### config.mk
export PLATFORM = sky130hd
export DESIGN_NAME = prog_delay_line
export DESIGN_NICKNAME = d
export VERILOG_FILES = /design/src/rtl/tdl_pkg.sv /design/src/rtl/tdl_shift_line.sv /design/src/rtl/tdl_rule_monitor.sv /design/src/rtl/prog_delay_line.sv
export SDC_FILE = /design/constraint.sdc
export NUM_CORES = 1
export LEC_CHECK = 0
export ABC_CLOCK_PERIOD_IN_PS = 3000
export BUFFER_PORTS_ARGS = -buffer_cell sky130_fd_sc_hd__buf_2
export CAP_MARGIN = 10
export CORE_ASPECT_RATIO = 0.5
export CORE_MARGIN = 1.5
export CORE_UTILIZATION = 55
export DETAILED_ROUTE_END_ITERATION = 12
export PLACE_DENSITY_LB_ADDON = 0.15
export SLEW_MARGIN = 30
export SYNTH_ARGS = -nofsm -noshare
export SYNTH_HDL_FRONTEND = slang
export SYNTH_SLANG_ARGS = --single-unit
### constraint.sdc
create_clock -name clk -period 3 [get_ports clk]
set_input_delay 0.15 -clock clk [delete_from_list [all_inputs] [get_ports clk]]
set_output_delay 0.15 -clock clk [all_outputs]
set_load 0.01 [all_outputs]
### src/rtl/tdl_pkg.sv
package tdl_pkg;
    localparam int CODE_W    = 4;
    localparam int NUM_CODES = 1 << CODE_W;
    typedef logic [CODE_W-1:0] code_t;
endpackage

### src/rtl/tdl_shift_line.sv
module tdl_shift_line
    import tdl_pkg::*;
#(
    parameter int BASE = 1,
    parameter int STEP = 1
) (
    input  logic  clk,
    input  logic  rst_n,
    input  logic  din,
    input  code_t code,
    output logic  tap
);
    localparam int DEPTH = BASE + (NUM_CODES - 1) * STEP;

    typedef struct packed {
        logic [DEPTH-1:0] line;
    } line_state_t;

    line_state_t state_d, state_q;
    logic [NUM_CODES-1:0] taps;

    always_comb begin
        state_d      = state_q;
        state_d.line = {state_q.line[DEPTH-2:0], din};
    end

    always_ff @(posedge clk or negedge rst_n) begin
        if (!rst_n) state_q <= '0;
        else        state_q <= state_d;
    end

    // One fixed tap per code; a larger code always sits deeper in the line.
    for (genvar g = 0; g < NUM_CODES; g++) begin : g_tap
        assign taps[g] = state_q.line[BASE + g * STEP - 1];
    end

    assign tap = taps[code];

    // the first stage always holds the previous sample of the input
    assert_line_shift_R1: assert property (@(posedge clk) disable iff (!rst_n)
        1'b1 |=> state_q.line[0] == $past(din));
endmodule

### src/rtl/tdl_rule_monitor.sv
module tdl_rule_monitor
    import tdl_pkg::*;
#(
    parameter int BASE = 1,
    parameter int STEP = 1
) (
    input  logic  clk,
    input  logic  rst_n,
    input  logic  din,
    input  code_t code,
    input  logic  off,
    input  logic  tap,
    output logic  viol
);
    localparam int DEPTH = BASE + (NUM_CODES - 1) * STEP;
    localparam int CNT_W = $clog2(DEPTH + 2);
    localparam int MUL_W = CNT_W + 3;

    typedef logic [CNT_W-1:0] cnt_t;
    localparam cnt_t STEP_C = cnt_t'(STEP);
    localparam cnt_t BASE_C = cnt_t'(BASE);
    localparam cnt_t SAT    = '1;

    typedef struct packed {
        code_t code_prev;
        logic  tap_prev;
        logic  off_prev;
        logic  din_prev;
        cnt_t  since;
        cnt_t  clear;
        cnt_t  high;
        logic  viol;
    } mon_state_t;

    mon_state_t state_d, state_q;

    cnt_t code_w, prev_w, hold_need, clear_need, total;
    logic hold_bad, clear_bad, pulse_bad, tap_edge;

    function automatic cnt_t sat_inc(input cnt_t x);
        return (x == SAT) ? x : x + cnt_t'(1);
    endfunction

    assign code_w     = cnt_t'(code);
    assign prev_w     = cnt_t'(state_q.code_prev);
    assign hold_need  = (code_w - prev_w) * STEP_C;
    assign clear_need = code_w * STEP_C;
    assign total      = BASE_C + clear_need;
    assign tap_edge   = (tap != state_q.tap_prev) && (code == state_q.code_prev);

    always_comb begin
        hold_bad  = (code_w > prev_w) && (state_q.since < hold_need);
        clear_bad = state_q.off_prev && !off && (state_q.clear < clear_need);
        pulse_bad = state_q.din_prev && !din &&
                    ((MUL_W'(state_q.high) * MUL_W'(5)) < MUL_W'(total));

        state_d           = state_q;
        state_d.code_prev = code;
        state_d.tap_prev  = tap;
        state_d.off_prev  = off;
        state_d.din_prev  = din;
        state_d.since     = tap_edge ? cnt_t'(1) : sat_inc(state_q.since);
        state_d.clear     = (off && !din) ? sat_inc(state_q.clear) : '0;
        state_d.high      = din ? sat_inc(state_q.high) : '0;
        state_d.viol      = state_q.viol | hold_bad | clear_bad | pulse_bad;
    end

    always_ff @(posedge clk or negedge rst_n) begin
        if (!rst_n) begin
            state_q       <= '0;
            state_q.since <= SAT;
        end else begin
            state_q <= state_d;
        end
    end

    assign viol = state_q.viol;

    // the flag never drops without reset
    assert_flag_sticky_R8: assert property (@(posedge clk) disable iff (!rst_n)
        state_q.viol |=> state_q.viol);

    // a lowered code, with no release and no pulse end, leaves a clear flag clear
    assert_down_no_flag_R5: assert property (@(posedge clk) disable iff (!rst_n)
        (code < $past(code)) && !($past(off) && !off) && !($past(din) && !din)
        && !state_q.viol |=> !state_q.viol);
endmodule

### src/rtl/prog_delay_line.sv
module prog_delay_line
    import tdl_pkg::*;
#(
    parameter int BASE = 1,
    parameter int STEP = 1
) (
    input  logic              clk,
    input  logic              rst_n,
    input  logic              sig_in,
    input  logic [CODE_W-1:0] tap_sel,
    input  logic              out_off,
    output logic              sig_out,
    output logic              rule_viol
);
    logic tap;

    tdl_shift_line #(.BASE(BASE), .STEP(STEP)) u_line (
        .clk  (clk),
        .rst_n(rst_n),
        .din  (sig_in),
        .code (tap_sel),
        .tap  (tap)
    );

    tdl_rule_monitor #(.BASE(BASE), .STEP(STEP)) u_mon (
        .clk  (clk),
        .rst_n(rst_n),
        .din  (sig_in),
        .code (tap_sel),
        .off  (out_off),
        .tap  (tap),
        .viol (rule_viol)
    );

    assign sig_out = tap & ~out_off;

    // a disabled output is low at every sampled edge
    assert_off_low_R3: assert property (@(posedge clk) disable iff (!rst_n)
        out_off |-> !sig_out);
endmodule

# Word-level counts from Yosys, hierarchy flattened
# Index checks and enable logic that the tools add are counted.
totals:
  register_bits: 39
  in_bits: 8
  word_cells: 50
op_classes:
  add_sub_neg: 5
  multipliers: 1
  magnitude_cmp: 5
  eq_ne: 8
  muxes: 8
  n_bitwise: 5
  n_reduce_logical: 9
ops:
  columns: ["operator", "count"]
  rows:
  - ["$mux 5", 6]
  - ["$add 5x1->5 const B", 3]
  - ["$eq 5x5->1 const B", 3]
  - ["$lt 8x5->1", 1]
  - ["$mul 5x3->8 const B", 1]
  - ["$logic_and 1x1->1", 7]
  - ["$add 1x4->5 const A", 1]
  - ["$lt 4x5->1 const B", 1]
  - ["$lt 5x4->1", 1]
  - ["$lt 5x5->1", 1]
  - ["$sub 4x4->5", 1]
  - ["$bmux 1 s4", 1]
  - ["$eq 4x4->1", 1]
  - ["$gt 4x4->1", 1]
  - ["$ne 2x2->1 const B", 2]
  - ["$or 1x1->1", 3]
  - ["$logic_not 1->1", 2]
  - ["$ne 2x1->1 const B", 1]
  - ["$and 1x1->1", 1]
  - ["$mux 1", 1]
  - ["$ne 1x1->1", 1]
  - ["$not 1->1", 1]

# Longest topological paths before layout
logic_depth:
  word_depth: 6
  depth_mapped: 12
  depth_no_buf: 11

# By module
# A second synthesis with hierarchy kept.
hier_totals:
  hier_cells: 173
  area_unflattened_um2: 2118.3
by_module_without_submodules:
  columns: ["mod", "instances", "cells_per_inst", "area_per_inst_um2", "seq_area_each_um2"]
  rows:
  - ["tdl_rule_monitor", 1, 149, 1569.0, 581.8]
  - ["tdl_shift_line", 1, 23, 535.5, 400.4]
  - ["prog_delay_line", 1, 1, 13.8, 0.0]

# Worst setup path before layout
# OpenSTA, ideal clock, no wires.
synth_path:
  path_kind: "register to register"
  startpoint: "reg u_mon.state_q[2] (netlist name)"
  endpoint: "reg u_mon.state_q (netlist bit u_mon.viol)"
  setup_time_ns: 0.139
  t_arrival_ns: 2.327
  required_ns: 2.861
  setup_slack_ns: 0.534
  stages_incl_launch_ff: 11
  path_buffers: 0
  cell_sequence: "dfrtp_1 -> ha_1 -> ha_1 -> inv_1 -> fa_1 -> inv_1 -> ha_1 -> o21ai_0 -> a21oi_1 -> nor3_1 -> or4_1"
synth_rtl:
  columns: ["item", "line", "text"]
  rows:
  - ["start: declaration", "tdl_rule_monitor.sv:35", "mon_state_t state_d, state_q;"]
  - ["start signal: assignment", "tdl_rule_monitor.sv:73", "state_q <= state_d;"]

==> qor.csv <==
stage;metric;value;unit
clock_network;CTS tree;yes;
logic_synthesis;top cells by area, synth;dfrtp_1, ha_1, dfstp_2;
timing;Tcrit/Tclk final;87.7;%
worst_setup_path;flop2flop setup slack;0.37;ns
worst_setup_path;CP Cell Sequence;ha_1 > ha_1 > inv_1 > fa_1 > inv_1 > ha_1 > o21ai_0 > a21oi_1 > nor3_1 > or4_1;
timing;relative slew slack;63.6;%
die;Initial Util;59.9;%
timing;Setup WS post-layout;0.370;ns
cells_and_area;Antenna Diode Count;0;
routing;vias per cell;5.44;
routing;post-route ant nets;0;
worst_setup_path;crit path max-delay cell type;or4_1;
global_route;global-route wire length before repair;6.46;mm
power_and_ir_drop;Power, Total;1.39;mW
clock_network;worst-skew pair later-pin latency;0.30;ns
logic_synthesis;async set-reset flop share out of synthesis;100;%
placement;Post-DP Area;2220;um^2
routing;met2 routed WL;1.63;mm
routing;met3 wire length;112;um
global_route;largest net degree at the start of global routing;39;
cells_and_area;Final Instance Area;2370;um^2
routing;initial DRC count;36;
worst_setup_path;worst-path fanout max;5;
cells_and_area;share of cells above drive strength 1;13.5;%
die;Core Region;3570;um^2
worst_setup_path;Crit path arrival time;2.81;ns
die;die width;91.2;um
power_and_ir_drop;leakage;1.15;nW
die;Die ar.;4290;um^2
clock_network;Worst-path clk slew;0.08;ns
die;row count;15;
global_route;vias in the first global route;1337;
power_and_ir_drop;Psw;0.406;mW
logic_synthesis;library cells used by synthesis;34;
worst_setup_path;CP Data Required Time;3.18;ns
placement;pre-CTS setup slack;0.378;ns
cells_and_area;Syn-to-layout area delta;11.0;%
worst_setup_path;max incr delay on CP;0.50;ns
timing;fmax;380;MHz
logic_synthesis;ys flop type;dfrtp_1;
routing;drt total wl;3.80;mm
placement;gpl congestion;0.802;
timing;setup_tns;0;ns
placement;port buffer count;9;
clock_network;Clock Tree Root;clkbuf_8;
logic_synthesis;count of flip-flops with a built-in enable after synthesis;0;
cells_and_area;Multi-input gate area;1110;um^2
logic_synthesis;register bit total from synthesis;38;
timing;final setup fails;0;
worst_setup_path;most used cell, CP;ha_1;
logic_synthesis;Synth Net Count;222;
timing;RSZ-0062 raised after global routing;false;
worst_setup_path;Crit. End Element;flip-flop;
job;max-cap violations;0;
routing;drt pass-1 iters;4;
cells_and_area;Sequential Area;957;um^2
timing;hold slack;0.0118;ns
hold_path;Hold Crit Class;in -> reg;
routing;wire per inst;15.1;um
clock_network;clock sink total;38;
routing;vias;1366;
logic_synthesis;Synth Cell Area;2140;um^2
routing;DRC;0;
run_status;outcome;complete, no violations;
routing;Max Used Layer;met4;
clock_network;Clock Tree Buf Depth;2;
placement;dpl cells;241;
power_and_ir_drop;Worst IR Drop VDD;286;uV
timing;Final Hold Viols;0;
die;IO Count;10;
cells_and_area;final core occ;66.5;%
power_and_ir_drop;combinational fraction of design power;22.5;%
cells_and_area;fin cells;251;
worst_setup_path;CP Buf/Inv Count;2;
global_route;Total GRT Usage;20.7;%
die;die height;47.1;um
routing;met1 wire length;1.97;mm
power_and_ir_drop;PD cells;584;nW/um^2
worst_setup_path;CP Launch Type;flip-flop;
power_and_ir_drop;sequential group share of total power;47.2;%
timing;min cycle time layout;2.63;ns
timing;clock skew;0.00938;ns
worst_setup_path;CP Class;reg -> reg;
logic_synthesis;Mapped Cells;184;
global_route;residual overflow from global routing;0;
clock_network;H-tree Lvls;2;
logic_synthesis;Seq/Total Area, Yosys;44.8;%
cells_and_area;commonest non-fill, non-tap cell in the layout;dfrtp_1;
logic_synthesis;post-synth top area share;38.6;%
logic_synthesis;synth warn;0;
logic_synthesis;Syn Area/Cell;11.6;um^2
power_and_ir_drop;switching share of power;29.3;%
clock_network;TritonCTS Buffers;5;
cells_and_area;fillers;283;
timing;Final Max Slew Viols;0;
cells_and_area;commonest non-fill, non-tap cells in the layout;dfrtp_1, ha_1, inv_1, nor2_1, mux2i_1;
global_route;initial antenna violation count;0;
cells_and_area;layout net count;237;
worst_setup_path;crit-path leading delay family;adder cells;
power_and_ir_drop;Internal;0.980;mW
timing;Tightest Pin Transition;0.532;ns
logic_synthesis;leading area contributor after synthesis;dfrtp_1;
power_and_ir_drop;Clk network pwr share;30.3;%
placement;hpwl dp;2.63;mm
-- repair_timing --
item	CTS	global route
buffers inserted	0	0
endpoints found under the hold margin	33	0
hold buffers	1	0
resized for setup	0	0
-- state kept, by name, summed over array words and instances, names as in the netlist --
| name | flops |
|---|---|
| u_mon.viol | 1 |
| u_line.state_q | 16 |
| u_mon.prev_w | 4 |
| u_mon.state_q | 17 |
-- cell usage after synthesis, drive strengths merged (4+ instances only) --
cell / number
nor2: 14
mux2i: 11
nand2b: 4
xor2: 5
dfstp: 5
nor2b: 7
xnor2: 9
nand3: 5
o21ai: 7
ha: 28
a21oi: 6
dfrtp: 33
and2: 5
inv: 14
-- path summary, 6_finish.rpt --
path,from,end,cells past startpoint
min in group asynchronous,rst_n,u_line.state_q[14]$_DFF_PN0_,2
max reg2reg,u_mon.state_q[2]$_DFFE_PN0P_,u_mon.viol$_DFF_PN0_,10
max in group asynchronous,rst_n,u_mon.state_q[10]$_DFFE_PN0P_,3
max,u_mon.state_q[2]$_DFFE_PN0P_,u_mon.viol$_DFF_PN0_,10
min reg2reg,u_line.state_q[5]$_DFF_PN0_,u_line.state_q[6]$_DFF_PN0_,0
min,out_off,u_mon.state_q[17]$_DFF_PN0_,1
-- power by group through the flow --
stage                     sequential, mW  combinational [mW]  clock (mW)
after global routing               0.663               0.359       0.444
after floorplan                    0.645               0.233           0
final                              0.654               0.312       0.420
after global placement             0.663               0.288           0
after detailed placement           0.665               0.297           0
after CTS                          0.655               0.310       0.426
-- kinds of logic after synthesis --
group | share of synthesized area, %
XOR/XNOR | 5.74
adder cells (fa/ha/maj) | 18.3
flip-flops | 44.8
buffers and inverters | 3.45
multiplexers | 7.85
AND/OR/NAND/NOR | 13.2
AO/OA/AOI/OAI | 6.73
-- metal layers --
| metal | up-vias | global-route usage (%) |
|---|---|---|
| li1 | 671 | - |
| met1 | 671 | 26.3 |
| met2 | 14 | 34.2 |
| met3 | 10 | 5.66 |
| met4 | 0 | 10.9 |
| met5 | - | 0 |
-- final cells by class --
type / instances / share of cell area (%)
Multi-Input combinational cell: 129 / 46.6
Sequential cell: 38 / 40.3
Tap cell: 51 / 2.69
Timing Repair Buffer: 11 / 3.48
Inverter: 14 / 2.22
Clock buffer: 8 / 4.64
Note: power is estimated with default switching activity, not from simulation.
